==> config.mk <==
export PLATFORM = sky130hd
export DESIGN_NAME = rtc_shadow_clock
export DESIGN_NICKNAME = d
export VERILOG_FILES = /design/src/rtl/rtc_shadow_pkg.sv /design/src/rtl/rtc_tick_div.sv /design/src/rtl/rtc_time_core.sv /design/src/rtl/rtc_snap.sv /design/src/rtl/rtc_shadow_clock.sv
export SDC_FILE = /design/constraint.sdc
export NUM_CORES = 1
export LEC_CHECK = 0
export BUFFER_PORTS_ARGS = -buffer_cell sky130_fd_sc_hd__buf_2
export CAP_MARGIN = 5
export CELL_PAD_IN_SITES_DETAIL_PLACEMENT = 1
export CELL_PAD_IN_SITES_GLOBAL_PLACEMENT = 1
export CORE_UTILIZATION = 42
export CTS_BUF_LIST = sky130_fd_sc_hd__clkbuf_4
export CTS_CLUSTER_DIAMETER = 120
export DETAILED_ROUTE_END_ITERATION = 8
export HOLD_SLACK_MARGIN = 0.12
export PLACE_DENSITY = 0.88
export SYNTH_ARGS = -nofsm -noshare
export SYNTH_HDL_FRONTEND = slang
export SYNTH_SLANG_ARGS = --single-unit
==> constraint.sdc <==
create_clock -name clk -period 3.2 [get_ports clk]
set_clock_uncertainty 0.15 [all_clocks]
set_input_delay 0.32 -clock clk [delete_from_list [all_inputs] [get_ports clk]]
set_output_delay 0.32 -clock clk [all_outputs]
set_load 0.01 [all_outputs]
==> src/rtl/rtc_shadow_pkg.sv <==
package rtc_shadow_pkg;

  localparam int unsigned OFS_SEC_LIVE = 32'h08;
  localparam int unsigned OFS_SEC_SNAP = 32'h0C;
  localparam int unsigned OFS_MSEC     = 32'h10;

  typedef enum logic [1:0] {
    SEL_NONE = 2'd0,
    SEL_SEC  = 2'd1,
    SEL_SNAP = 2'd2,
    SEL_MS   = 2'd3
  } reg_sel_e;

  function automatic reg_sel_e decode_ofs(input logic [31:0] ofs);
    reg_sel_e s;
    case (ofs)
      OFS_SEC_LIVE: s = SEL_SEC;
      OFS_SEC_SNAP: s = SEL_SNAP;
      OFS_MSEC:     s = SEL_MS;
      default:      s = SEL_NONE;
    endcase
    return s;
  endfunction

endpackage

==> src/rtl/rtc_tick_div.sv <==
module rtc_tick_div #(
  parameter int unsigned TICKS_PER_MS = 32
) (
  input  logic clk,
  input  logic rst_n,
  input  logic tick_i,
  input  logic restart_i,
  output logic ms_en_o
);
  localparam int unsigned CW = (TICKS_PER_MS > 1) ? $clog2(TICKS_PER_MS) : 1;
  localparam logic [CW-1:0] LAST = CW'(TICKS_PER_MS - 1);

  logic [CW-1:0] cnt_q;

  assign ms_en_o = tick_i && (cnt_q == LAST);

  always_ff @(posedge clk or negedge rst_n) begin
    if (!rst_n) begin
      cnt_q <= '0;
    end else if (restart_i) begin
      cnt_q <= '0;
    end else if (tick_i) begin
      cnt_q <= (cnt_q == LAST) ? '0 : cnt_q + 1'b1;
    end
  end

  // the divider never leaves its counting range
  p_div_range_r2: assert property (@(posedge clk) disable iff (!rst_n)
    cnt_q <= LAST);

endmodule

==> src/rtl/rtc_time_core.sv <==
module rtc_time_core #(
  parameter int unsigned DATA_W     = 32,
  parameter int unsigned MS_PER_SEC = 1000
) (
  input  logic              clk,
  input  logic              rst_n,
  input  logic              ms_en_i,
  input  logic              sec_wr_i,
  input  logic              ms_wr_i,
  input  logic [DATA_W-1:0] wdata_i,
  output logic [DATA_W-1:0] ms_q_o,
  output logic [DATA_W-1:0] sec_q_o,
  output logic [DATA_W-1:0] ms_nx_o,
  output logic [DATA_W-1:0] sec_nx_o
);
  localparam logic [DATA_W-1:0] MS_LAST = DATA_W'(MS_PER_SEC - 1);

  logic [DATA_W-1:0] ms_q, sec_q;
  logic              wrap;

  assign wrap = ms_en_i && !ms_wr_i && (ms_q == MS_LAST);

  always_comb begin
    ms_nx_o  = ms_q;
    sec_nx_o = sec_q;
    if (ms_wr_i) begin
      ms_nx_o = (wdata_i <= MS_LAST) ? wdata_i : '0;
    end else if (ms_en_i) begin
      ms_nx_o = (ms_q == MS_LAST) ? '0 : ms_q + 1'b1;
    end
    if (sec_wr_i) begin
      sec_nx_o = wdata_i;
    end else if (wrap) begin
      sec_nx_o = sec_q + 1'b1;
    end
  end

  always_ff @(posedge clk or negedge rst_n) begin
    if (!rst_n) begin
      ms_q  <= '0;
      sec_q <= '0;
    end else begin
      ms_q  <= ms_nx_o;
      sec_q <= sec_nx_o;
    end
  end

  assign ms_q_o  = ms_q;
  assign sec_q_o = sec_q;

  // the sub-second count stays below one second
  p_ms_range_r2: assert property (@(posedge clk) disable iff (!rst_n)
    ms_q <= MS_LAST);

  // without a write, seconds hold or step by exactly one
  p_sec_step_r3: assert property (@(posedge clk) disable iff (!rst_n)
    !sec_wr_i |=> (sec_q == $past(sec_q)) || (sec_q == $past(sec_q) + 1'b1));

  // a millisecond step at the top of the range wraps and carries
  p_wrap_carry_r3: assert property (@(posedge clk) disable iff (!rst_n)
    (ms_en_i && !ms_wr_i && !sec_wr_i && ms_q == MS_LAST)
      |=> (ms_q == '0) && (sec_q == $past(sec_q) + 1'b1));

  // a seconds write lands as written
  p_sec_write_r7: assert property (@(posedge clk) disable iff (!rst_n)
    sec_wr_i |=> sec_q == $past(wdata_i));

endmodule

==> src/rtl/rtc_snap.sv <==
module rtc_snap #(
  parameter int unsigned DATA_W = 32
) (
  input  logic              clk,
  input  logic              rst_n,
  input  logic              capture_i,
  input  logic [DATA_W-1:0] sec_nx_i,
  output logic [DATA_W-1:0] snap_o
);
  logic [DATA_W-1:0] snap_q;

  always_ff @(posedge clk or negedge rst_n) begin
    if (!rst_n) begin
      snap_q <= '0;
    end else if (capture_i) begin
      snap_q <= sec_nx_i;
    end
  end

  assign snap_o = snap_q;

  // the snapshot moves only on a capture
  p_snap_hold_r6: assert property (@(posedge clk) disable iff (!rst_n)
    !capture_i |=> $stable(snap_q));

endmodule

==> src/rtl/rtc_shadow_clock.sv <==
module rtc_shadow_clock
  import rtc_shadow_pkg::*;
#(
  parameter int unsigned ADDR_W       = 8,
  parameter int unsigned DATA_W       = 32,
  parameter int unsigned TICKS_PER_MS = 32,
  parameter int unsigned MS_PER_SEC   = 1000
) (
  input  logic              clk,
  input  logic              rst_n,
  input  logic              tick_i,
  input  logic              bus_valid_i,
  output logic              bus_ready_o,
  input  logic              bus_write_i,
  input  logic [ADDR_W-1:0] bus_addr_i,
  input  logic [DATA_W-1:0] bus_wdata_i,
  output logic              rd_valid_o,
  output logic [DATA_W-1:0] rd_data_o
);
  reg_sel_e          sel;
  logic              rd_acc, wr_acc;
  logic              sec_wr, ms_wr, ms_rd;
  logic              ms_en;
  logic [DATA_W-1:0] ms_q, sec_q, ms_nx, sec_nx, snap_q;
  logic [DATA_W-1:0] rd_mux;

  assign bus_ready_o = 1'b1;
  assign sel    = decode_ofs(32'(bus_addr_i));
  assign rd_acc = bus_valid_i && !bus_write_i;
  assign wr_acc = bus_valid_i && bus_write_i;
  assign sec_wr = wr_acc && (sel == SEL_SEC);
  assign ms_wr  = wr_acc && (sel == SEL_MS);
  assign ms_rd  = rd_acc && (sel == SEL_MS);

  rtc_tick_div #(.TICKS_PER_MS(TICKS_PER_MS)) u_div (
    .clk      (clk),
    .rst_n    (rst_n),
    .tick_i   (tick_i),
    .restart_i(ms_wr),
    .ms_en_o  (ms_en)
  );

  rtc_time_core #(.DATA_W(DATA_W), .MS_PER_SEC(MS_PER_SEC)) u_core (
    .clk     (clk),
    .rst_n   (rst_n),
    .ms_en_i (ms_en),
    .sec_wr_i(sec_wr),
    .ms_wr_i (ms_wr),
    .wdata_i (bus_wdata_i),
    .ms_q_o  (ms_q),
    .sec_q_o (sec_q),
    .ms_nx_o (ms_nx),
    .sec_nx_o(sec_nx)
  );

  rtc_snap #(.DATA_W(DATA_W)) u_snap (
    .clk      (clk),
    .rst_n    (rst_n),
    .capture_i(ms_rd),
    .sec_nx_i (sec_nx),
    .snap_o   (snap_q)
  );

  always_comb begin
    case (sel)
      SEL_SEC:  rd_mux = sec_nx;
      SEL_SNAP: rd_mux = snap_q;
      SEL_MS:   rd_mux = ms_nx;
      default:  rd_mux = '0;
    endcase
  end

  always_ff @(posedge clk or negedge rst_n) begin
    if (!rst_n) begin
      rd_valid_o <= 1'b0;
      rd_data_o  <= '0;
    end else begin
      rd_valid_o <= rd_acc;
      if (rd_acc) rd_data_o <= rd_mux;
    end
  end

  // one response per accepted read, none otherwise
  p_rd_resp_r4: assert property (@(posedge clk) disable iff (!rst_n)
    rd_acc |=> rd_valid_o);
  p_no_spurious_r4: assert property (@(posedge clk) disable iff (!rst_n)
    !rd_acc |=> !rd_valid_o);

  // after a milliseconds read the snapshot equals live seconds
  p_snap_match_r5: assert property (@(posedge clk) disable iff (!rst_n)
    ms_rd |=> snap_q == sec_q);

  // the returned milliseconds equal the live count after the edge
  p_ms_data_r5: assert property (@(posedge clk) disable iff (!rst_n)
    ms_rd |=> rd_data_o == ms_q);

endmodule

After elaboration in Yosys (flattened, before gate mapping)
Cells that the tools add are included.

Register bits after elaboration: 134. Bits of input ports: 45. Output and inout port bits: 34.

Add/sub/neg operators: 3. Magnitude comparators: 1. Eq/ne operators: 8. Muxes and demuxes: 11. Reductions and logical operators: 11.

Operators by type and width (number): two-way mux 32 bit (6); case mux 32 bit (3 select lines) (1); adder 32 x 1 -> 32 bit (second input constant) (2); == test 32 x 10 -> 1 bit (second input constant) (1); <= comparator 32 x 10 -> 1 bit (second input constant) (1); == test 8 x 4 -> 1 bit (second input constant) (2); two-way mux 5 bit (3); == test 8 x 5 -> 1 bit (second input constant) (1); logical AND 1 bit (8); case mux 2 bit (3 select lines) (1); adder 5 x 1 -> 5 bit (second input constant) (1); == test 5 bit (second input constant) (1); == test 2 bit (second input constant) (2); == test 2 x 1 -> 1 bit (second input constant) (1); logical NOT 1 bit (2); nonzero test 2 bit (1).

Longest topological paths before layout
Gate-level depths: netlist (run 1).

Depth in word-level cells: 10. Depth in mapped cells: 12.

By module
From an unflattened synthesis (run 1), not the netlist that was laid out.

Cells, all modules: 723. Area, all modules: 7419.6 µm².

By module, submodules not included: rtc_time_core (instances 1, cells each 436, area each 3787.4 µm², seq. area each 1601.5 µm²); rtc_shadow_clock (instances 1, cells each 193, area each 2006.9 µm², seq. area each 825.8 µm²); rtc_snap (instances 1, cells each 68, area each 1345.0 µm², seq. area each 800.8 µm²); rtc_tick_div (instances 1, cells each 26, area each 280.3 µm², seq. area each 125.1 µm²).

Worst setup path before layout (run 1)
No wires, ideal clock.

Path kind: flip-flop to flip-flop. From: register u_div.cnt_q[0]. To: register rd_data_o[3]. Setup time: 126 ps. Arrival: 2755 ps. Required time: 2924 ps. Setup slack: 169 ps. Cell stages (with the launch flop): 12. Buffers on the path: 1. Clock period less this slack: 3031 ps. Path through: dfrtp_1 ha_1 and3_1 ha_1 and4_1 nand2_1 or3_1 buf_2 or4b_4 xor2_1 nand2_1 a221o_1.

Longest elaborated chain between the ends: 7. Elaborated cells between the ends (all ways): 9. Classes of those cells: 1 x eq/ne; 5 x mux; 3 x reduce/logical.

Ends and longest elaborated chain: start, declared (RTL line rtc_tick_div.sv:13) `logic [CW-1:0] cnt_q;`; start signal, assigned (RTL line rtc_tick_div.sv:23) `cnt_q <= (cnt_q == LAST) ? '0 : cnt_q + 1'b1;`; == test 5 bit (*) (RTL line rtc_tick_div.sv:15) `assign ms_en_o = tick_i && (cnt_q == LAST);`; logical AND 1 bit (*) (RTL line rtc_tick_div.sv:15); logical AND 1 bit (2 in a row) (RTL line rtc_time_core.sv:21) `assign wrap = ms_en_i && !ms_wr_i && (ms_q == MS_LAST);`; two-way mux 32 bit (RTL line rtc_time_core.sv:33) `end else if (wrap) begin`; two-way mux 32 bit (RTL line rtc_time_core.sv:31) `if (sec_wr_i) begin`; case mux 32 bit (3 select lines) (*) (RTL line rtc_shadow_clock.sv:65) `case (sel)`; end signal, assigned (RTL line rtc_shadow_clock.sv:79) `if (rd_acc) rd_data_o <= rd_mux;`; end, declared (RTL line rtc_shadow_clock.sv:18) `output logic [DATA_W-1:0] rd_data_o`.

Mark *: on every way between the ends. The rest lies on a longest branch, timed or not. A chain may end at the register's enable or synchronous reset.

Final worst setup path (run 1)
From: register u_div.cnt_q[0]. To: register rd_data_o[17].

The elaborated chain is that of the path after synthesis.

==> run_results.csv, run 1 <==
group,metric,value,unit
status,status,"finished clean",
power_and_ir_drop,internal_power,2.37,mW
placed_design,io_buffers,77,
detailed_routing,dr.pass1.iters,7,
clocking,cts_buffer_depth,2,
timing,finalCritPeriodShare,0.963,
final_layout,syn_to_final_growth,22.8,%
detailed_routing,drtIter0Drc,703,
placed_design,dp_slack,0.101,ns
yosys,netlist_area,7150,um2
placed_design,place.gp.congestion,0.887,
global_route,grt-ovfl-total,0,
clocking,cts_max_level,4,
timing,max_freq,0.325,GHz
timing,period_needed,3.08,ns
floorplan,pin_count,79,
detailed_routing,postRouteAntennaNets,0,
final_layout,fillCellCount,1950,
floorplan,initial_core_util,0.431,
power_and_ir_drop,switching_share,0.272,
critical_path,worstSetupPathType,"reg2reg",
floorplan,coreArea,16600,um2
yosys,synth.distinct_cells,61,
detailed_routing,totalWireLength,27.5,mm
timing,worstMarginPinSlew,0.740,ns
critical_path,cpMaxStageDelayCell,"dfrtp_1",
timing,finalSetupViolations,0,
timing,slew_headroom,0.505,
yosys,yosys_warnings,0,
placed_design,placed_area,8060,um2
critical_path,crit_arrival,3.43,ns
timing,timing.hold.ws,0.109,ns
yosys,yosysTopAreaCell,"dfrtp_1",
power_and_ir_drop,p_leak,3.96,nW
power_and_ir_drop,p_seq_frac,0.556,
critical_path,end_kind,"flip-flop",
detailed_routing,routed_via_density,6.27,
clocking,cts_made_buffers,17,
detailed_routing,drt-wirelength-per-cell,23.6,um
min_path,hold_class,"in2async",
floorplan,dieArea,17500,um2
critical_path,cp_max_fo,7,
timing,worst_slack,0.120,ns
power_and_ir_drop,p_switching,0.885,mW
clocking,tritoncts,"done",
yosys,ys_top_cells_by_area,"dfrtp_1 (47%), nor2_1 (5.3%), nand2_1 (5.1%)",
clocking,path_clk_slew,0.13,ns
global_route,grt_pass1_vias,7558,
yosys,yosysTopAreaCellShare,0.469,
global_route,grt.total_usage,0.320,
yosys,synth_top_flop_cell,"dfrtp_1",
critical_path,crit_path_start_kind,"flip-flop",
timing,hold_viol_final,0,
final_layout,final_nets,979,
global_route,grt_max_degree,58,
critical_path,path_buf_inv,1,
global_route,antenna_found_initial,2,
floorplan,die_x,132,um
power_and_ir_drop,p_clk_frac,0.345,
final_layout,design_area,8770,um2
critical_path,critical-path-top-delay-family,"simple AND/OR/NAND/NOR gates",
run,max-cap-violations,0,
timing,setup-tns-final,0,ns
critical_path,worst_path_largest_cell_delay,0.41,ns
yosys,synth-seq-area-share,0.469,
yosys,async_reset_ff_frac,1.00,
power_and_ir_drop,p_comb_frac,0.099,
final_layout,drive_gt1_frac,0.196,
floorplan,placementRows,47,
detailed_routing,drc,0,
yosys,synth-edff-count,0,
detailed_routing,via_count,7296,
yosys,avgSynthCellArea,9.10,um2
yosys,ys_seq_elements,134,
yosys,syn_inst,785,
clocking,clock_sinks,134,
clocking,clock_latency,0.58,ns
global_route,grt_pass1_wl,42.6,mm
clocking,cts_root_buffer,"clkbuf_4",
power_and_ir_drop,ir_drop,177,uV
critical_path,path_cells,"ha_2 > and3_1 > ha_1 > and4_4 > nand2_2 > or3_4 > buf_4 > nor3_1 > xnor2_1 > a211oi_1 > a2bb2oi_1",
timing,slew_violations,0,
power_and_ir_drop,powerDensity,371,nW/um2
floorplan,die_h,132,um
critical_path,required,3.55,ns
placed_design,hpwl,18.9,mm
yosys,synth_nets,834,
==> layout by cell type (no fill, tap or decap), types with 9 or more instances in the layout <==
master         instances
a21oi_1               54
a221oi_1               9
a22o_1                10
and3_1                16
buf_2                 76
buf_4                 47
clkbuf_4              21
dfrtp_1              134
dlygate4sd3_1         37
nand2_1               94
nand3_1               35
nand4_1               25
nor2_1               100
nor2b_1                9
nor3_1                11
nor4_1                16
o21ai_0               32
xnor2_1               31
xor2_1                25
==> cell usage after synthesis (all sizes together), types with 10 or more instances <==
cell / instances
nand2: 97
clkbuf: 28
a22o: 10
nand3: 35
xnor2: 31
o21ai: 34
a21oi: 54
xor2: 26
and3: 16
buf: 10
nor4: 25
nand4: 26
dfrtp: 134
nor3: 11
nor2: 102
==> power by group through the flow <==
stage / sequential, mW / combinational, mW / clock, mW
floorplan: 1.82 / 0.128 / 0
global placement: 1.83 / 0.259 / 0
detailed placement: 1.84 / 0.273 / 0
CTS: 1.80 / 0.309 / 1.13
global route: 1.82 / 0.351 / 1.20
finish: 1.81 / 0.322 / 1.12
==> path summary, 6_finish.rpt <==
check | startpoint | to | slack [ns] | depth (start not counted)
worst min-delay path | rst_n | u_snap.snap_o[11] | 0.11 | 2
worst min register to register | u_snap.snap_o[15] | u_snap.snap_o[15] | 0.34 | 2
max in group asynchronous | rst_n | rd_data_o[7] | 2.01 | 3
worst max-delay path | u_div.cnt_q[0] | rd_data_o[17] | 0.12 | 11
min in group clk | bus_addr_i[1] | rd_data_o[11] | 0.21 | 5
worst max register to register | u_div.cnt_q[0] | rd_data_o[17] | 0.12 | 11
==> worst register-to-register path, delay by kind of cell, from the launching register on <==
kind	cells	cell delay, ns
simple gates	5	1.17
compound gates	2	0.60
flops	1	0.41
fa+ha+maj	2	0.37
buf+inv	1	0.17
xor+xnor	1	0.15
==> cell families (layout without fill, tap and decap cells) <==
family                     after synthesis  count (layout)  share of synthesized area
AOI/OAI and AO/OA                      167             167                      0.153
adders and majority gates                4               4                    0.00700
DFF                                    134             134                      0.469
xor gates and xnor gates                57              57                     0.0699
other                                    1               2                   0.000525
and+or+nand+nor                        365             365                      0.260
muxes                                   10              10                     0.0144
buffers and inverters                   47             205                     0.0263
==> layer usage <==
layer / up-vias / GRT usage / wire length, um
met3: 100 / 0.0693 / 2170
met4: 2 / 0.153 / 1120
met2: 402 / 0.525 / 13200
met1: 3649 / 0.404 / 10900
li1: 3143 / - / -
met5: - / 0 / 39
==> flip-flops by register name, summed over array words and instances, names as in the netlist <==
signal and cells:
u_snap.snap_o 32, u_div.cnt_q 5, u_core.ms_q_o 32, u_core.sec_q_o 32, rd_data_o 32, rd_valid_o 1
==> cell type report <==
cell class | count | area, um2 | share of cell area
tap | 220 | 275 | 0.0314
timing repair buffer | 164 | 1180 | 0.135
antenna | 1 | 2.50 | 0.000285
sequential | 134 | 3350 | 0.382
clock buffer | 21 | 158 | 0.0180
multi-input combinational | 604 | 3660 | 0.417
inverter | 9 | 33.8 | 0.00385
clock inverter | 11 | 109 | 0.0124
==> metrics by stage <==
stage / std cells / util / power (mW)
2_1_floorplan: 785 / - / 1.95
3_3_place_gp: 1093 / 0.486 / 2.09
3_5_place_dp: 1093 / 0.486 / 2.11
4_1_cts: 1162 / 0.525 / 3.24
5_1_grt: 1164 / 0.529 / 3.37
6_report: 1164 / 0.529 / 3.26
==> timing repair <==
item / 4_1_cts / 5_1_grt
endpoints found under the setup margin: 0 / 31
resized for setup: 0 / 11
hold buffers: 37 / 0
setup buffers: 0 / 0
endpoints found under the hold margin: 203 / 0
No activity file was read; power rests on OpenSTA's default activity.
==> inputs of run 2 (changes only) <==
--- a/config.mk
+++ b/config.mk
@@ -9,11 +9,13 @@
 export CAP_MARGIN = 5
 export CELL_PAD_IN_SITES_DETAIL_PLACEMENT = 1
 export CELL_PAD_IN_SITES_GLOBAL_PLACEMENT = 1
+export CORE_MARGIN = 3
 export CORE_UTILIZATION = 42
 export CTS_BUF_LIST = sky130_fd_sc_hd__clkbuf_4
 export CTS_CLUSTER_DIAMETER = 120
 export DETAILED_ROUTE_END_ITERATION = 8
 export HOLD_SLACK_MARGIN = 0.12
+export MAX_ROUTING_LAYER = met4
 export PLACE_DENSITY = 0.88
 export SYNTH_ARGS = -nofsm -noshare
 export SYNTH_HDL_FRONTEND = slang
==> run 2 against run 1 <==
Against the previous run:
- sequential cell count is the same
- non-clock buffer count shrank 1
- total power grew 5.1%
- global-route usage shrank 0.097 points
- via count shrank 0.18%
- hold slack gained 0.085 ns
- highest routed layer is now met4
==> run_results.csv, run 2 (synthesis gave the netlist of run 1 again) <==
group,metric,value,unit
status,status,"finished clean",
power_and_ir_drop,switching_share,0.266,
timing,finalCritPeriodShare,0.979,
timing,max_freq,0.319,GHz
power_and_ir_drop,p_leak,3.97,nW
placed_design,placed_area,8030,um2
power_and_ir_drop,p_seq_frac,0.528,
floorplan,coreArea,16600,um2
run,max-cap-violations,0,
critical_path,required,3.50,ns
power_and_ir_drop,ir_drop,247,uV
critical_path,worstSetupPathType,"reg2reg",
timing,slew_headroom,0.522,
global_route,grt-ovfl-total,0,
clocking,cts_made_buffers,17,
timing,period_needed,3.13,ns
final_layout,final_nets,978,
global_route,grt_pass1_vias,7714,
final_layout,design_area,8800,um2
timing,slew_violations,0,
detailed_routing,routed_via_density,6.26,
floorplan,dieArea,18600,um2
min_path,hold_class,"in2reg",
clocking,cts_buffer_depth,2,
floorplan,die_x,136,um
power_and_ir_drop,p_comb_frac,0.098,
placed_design,hpwl,18.9,mm
timing,timing.hold.ws,0.194,ns
critical_path,crit_arrival,3.43,ns
clocking,clock_sinks,134,
detailed_routing,dr.pass1.iters,6,
timing,worstMarginPinSlew,0.715,ns
floorplan,pin_count,79,
final_layout,final_common_cell,"dfrtp_1",
critical_path,cpMaxStageDelayCell,"a222oi_1",
final_layout,syn_to_final_growth,23.1,%
detailed_routing,postRouteAntennaNets,0,
power_and_ir_drop,p_clk_frac,0.374,
detailed_routing,via_count,7283,
placed_design,dp_slack,0.0696,ns
detailed_routing,drc,0,
critical_path,worst_path_largest_cell_delay,0.41,ns
critical_path,cp_max_fo,9,
detailed_routing,drt-wirelength-per-cell,24.4,um
detailed_routing,totalWireLength,28.4,mm
floorplan,die_h,136,um
timing,setup-tns-final,0,ns
final_layout,drive_gt1_frac,0.192,
power_and_ir_drop,p_switching,0.909,mW
critical_path,end_kind,"flip-flop",
floorplan,initial_core_util,0.429,
power_and_ir_drop,internal_power,2.51,mW
placed_design,place.gp.congestion,0.967,
timing,worst_slack,0.0660,ns
floorplan,placementRows,47,
global_route,grt_max_degree,57,
clocking,tritoncts,"done",
global_route,grt.total_usage,0.319,
clocking,path_clk_slew,0.13,ns
final_layout,final_cell_mix,"dfrtp_1 (134), nor2_1 (100), nand2_1 (95)",
global_route,grt_pass1_wl,43.8,mm
power_and_ir_drop,powerDensity,389,nW/um2
detailed_routing,drtIter0Drc,712,
clocking,clock_latency,0.57,ns
timing,hold_viol_final,0,
clocking,cts_root_buffer,"clkbuf_4",
critical_path,crit_path_start_kind,"flip-flop",
global_route,antenna_found_initial,2,
clocking,cts_max_level,4,
critical_path,path_cells,"ha_1 > and3_1 > ha_1 > and4_2 > nand2_2 > or3_4 > buf_4 > nand2_2 > buf_4 > nor2_1 > a222oi_1 > o21ai_1",
timing,finalSetupViolations,0,
placed_design,io_buffers,77,
## run 2: changes by cell type in the layout (fill, tap and decap cells not counted), sizes merged
cell | previous run | this run
buf | 126 | 124
diode | 1 | 2
clkbuf | 22 | 19
dlygate4sd3 | 37 | 39
bufinv | 2 | 4
clkinvlp | 3 | 2
## run 2: cell type report
cell class	count	area, um2
Fill cell	1931	7840
Multi-Input combinational cell	604	3670
Sequential cell	134	3350
Timing Repair Buffer	163	1160
Tap cell	220	275
Clock inverter	12	160
Clock buffer	19	143
Inverter	9	33.8
Antenna cell	2	5.00
## run 2: final timing paths
kind | startpoint | endpoint | slack (ns) | cells past startpoint
max | u_div.cnt_q[1] | rd_data_o[4] | 0.07 | 12
min | bus_addr_i[1] | rd_data_o[18] | 0.19 | 4
max reg2reg | u_div.cnt_q[1] | rd_data_o[4] | 0.07 | 12
min reg2reg | u_snap.snap_o[11] | u_snap.snap_o[11] | 0.34 | 2
max in group asynchronous | rst_n | rd_data_o[20] | 0.98 | 4
min in group asynchronous | rst_n | u_core.sec_q_o[23] | 0.61 | 3
## run 2: power groups by stage
stage	combinational, mW	clock [mW]	sequential [mW]
floorplan	0.128	0	1.82
global placement	0.262	0	1.83
CTS	0.313	1.27	1.81
finish	0.335	1.28	1.81
global route	0.367	1.37	1.81
detailed placement	0.272	0	1.84
## run 2: through the flow
step	utilization	cells	power, mW
after floorplan	-	785	1.95
after global placement	0.483	1089	2.10
after detailed placement	0.483	1089	2.11
after CTS	0.525	1159	3.39
after global routing	0.529	1163	3.55
final	0.529	1163	3.42
## run 2: what timing repair did
action	CTS	global route
buffers inserted	0	2
setup endpoints to repair	1	25
endpoints found under the hold margin	208	0
resized for setup	1	12
hold buffers	39	0
## run 2: metal layers
metal  wire length (um)  global-route usage  part of all wire
met1              10900               0.388              0.38
met4               1400               0.157             0.049
met5                  0                   -                 0
met2              13600               0.505              0.48
met3               2470              0.0711             0.087
## run 2: critical path: cells and delay by family (launching register included)
kind / cells / cell delay, ns
buf+inv: 2 / 0.38
compound gates: 2 / 0.59
flops: 1 / 0.38
fa+ha+maj: 2 / 0.34
simple gates: 6 / 1.17
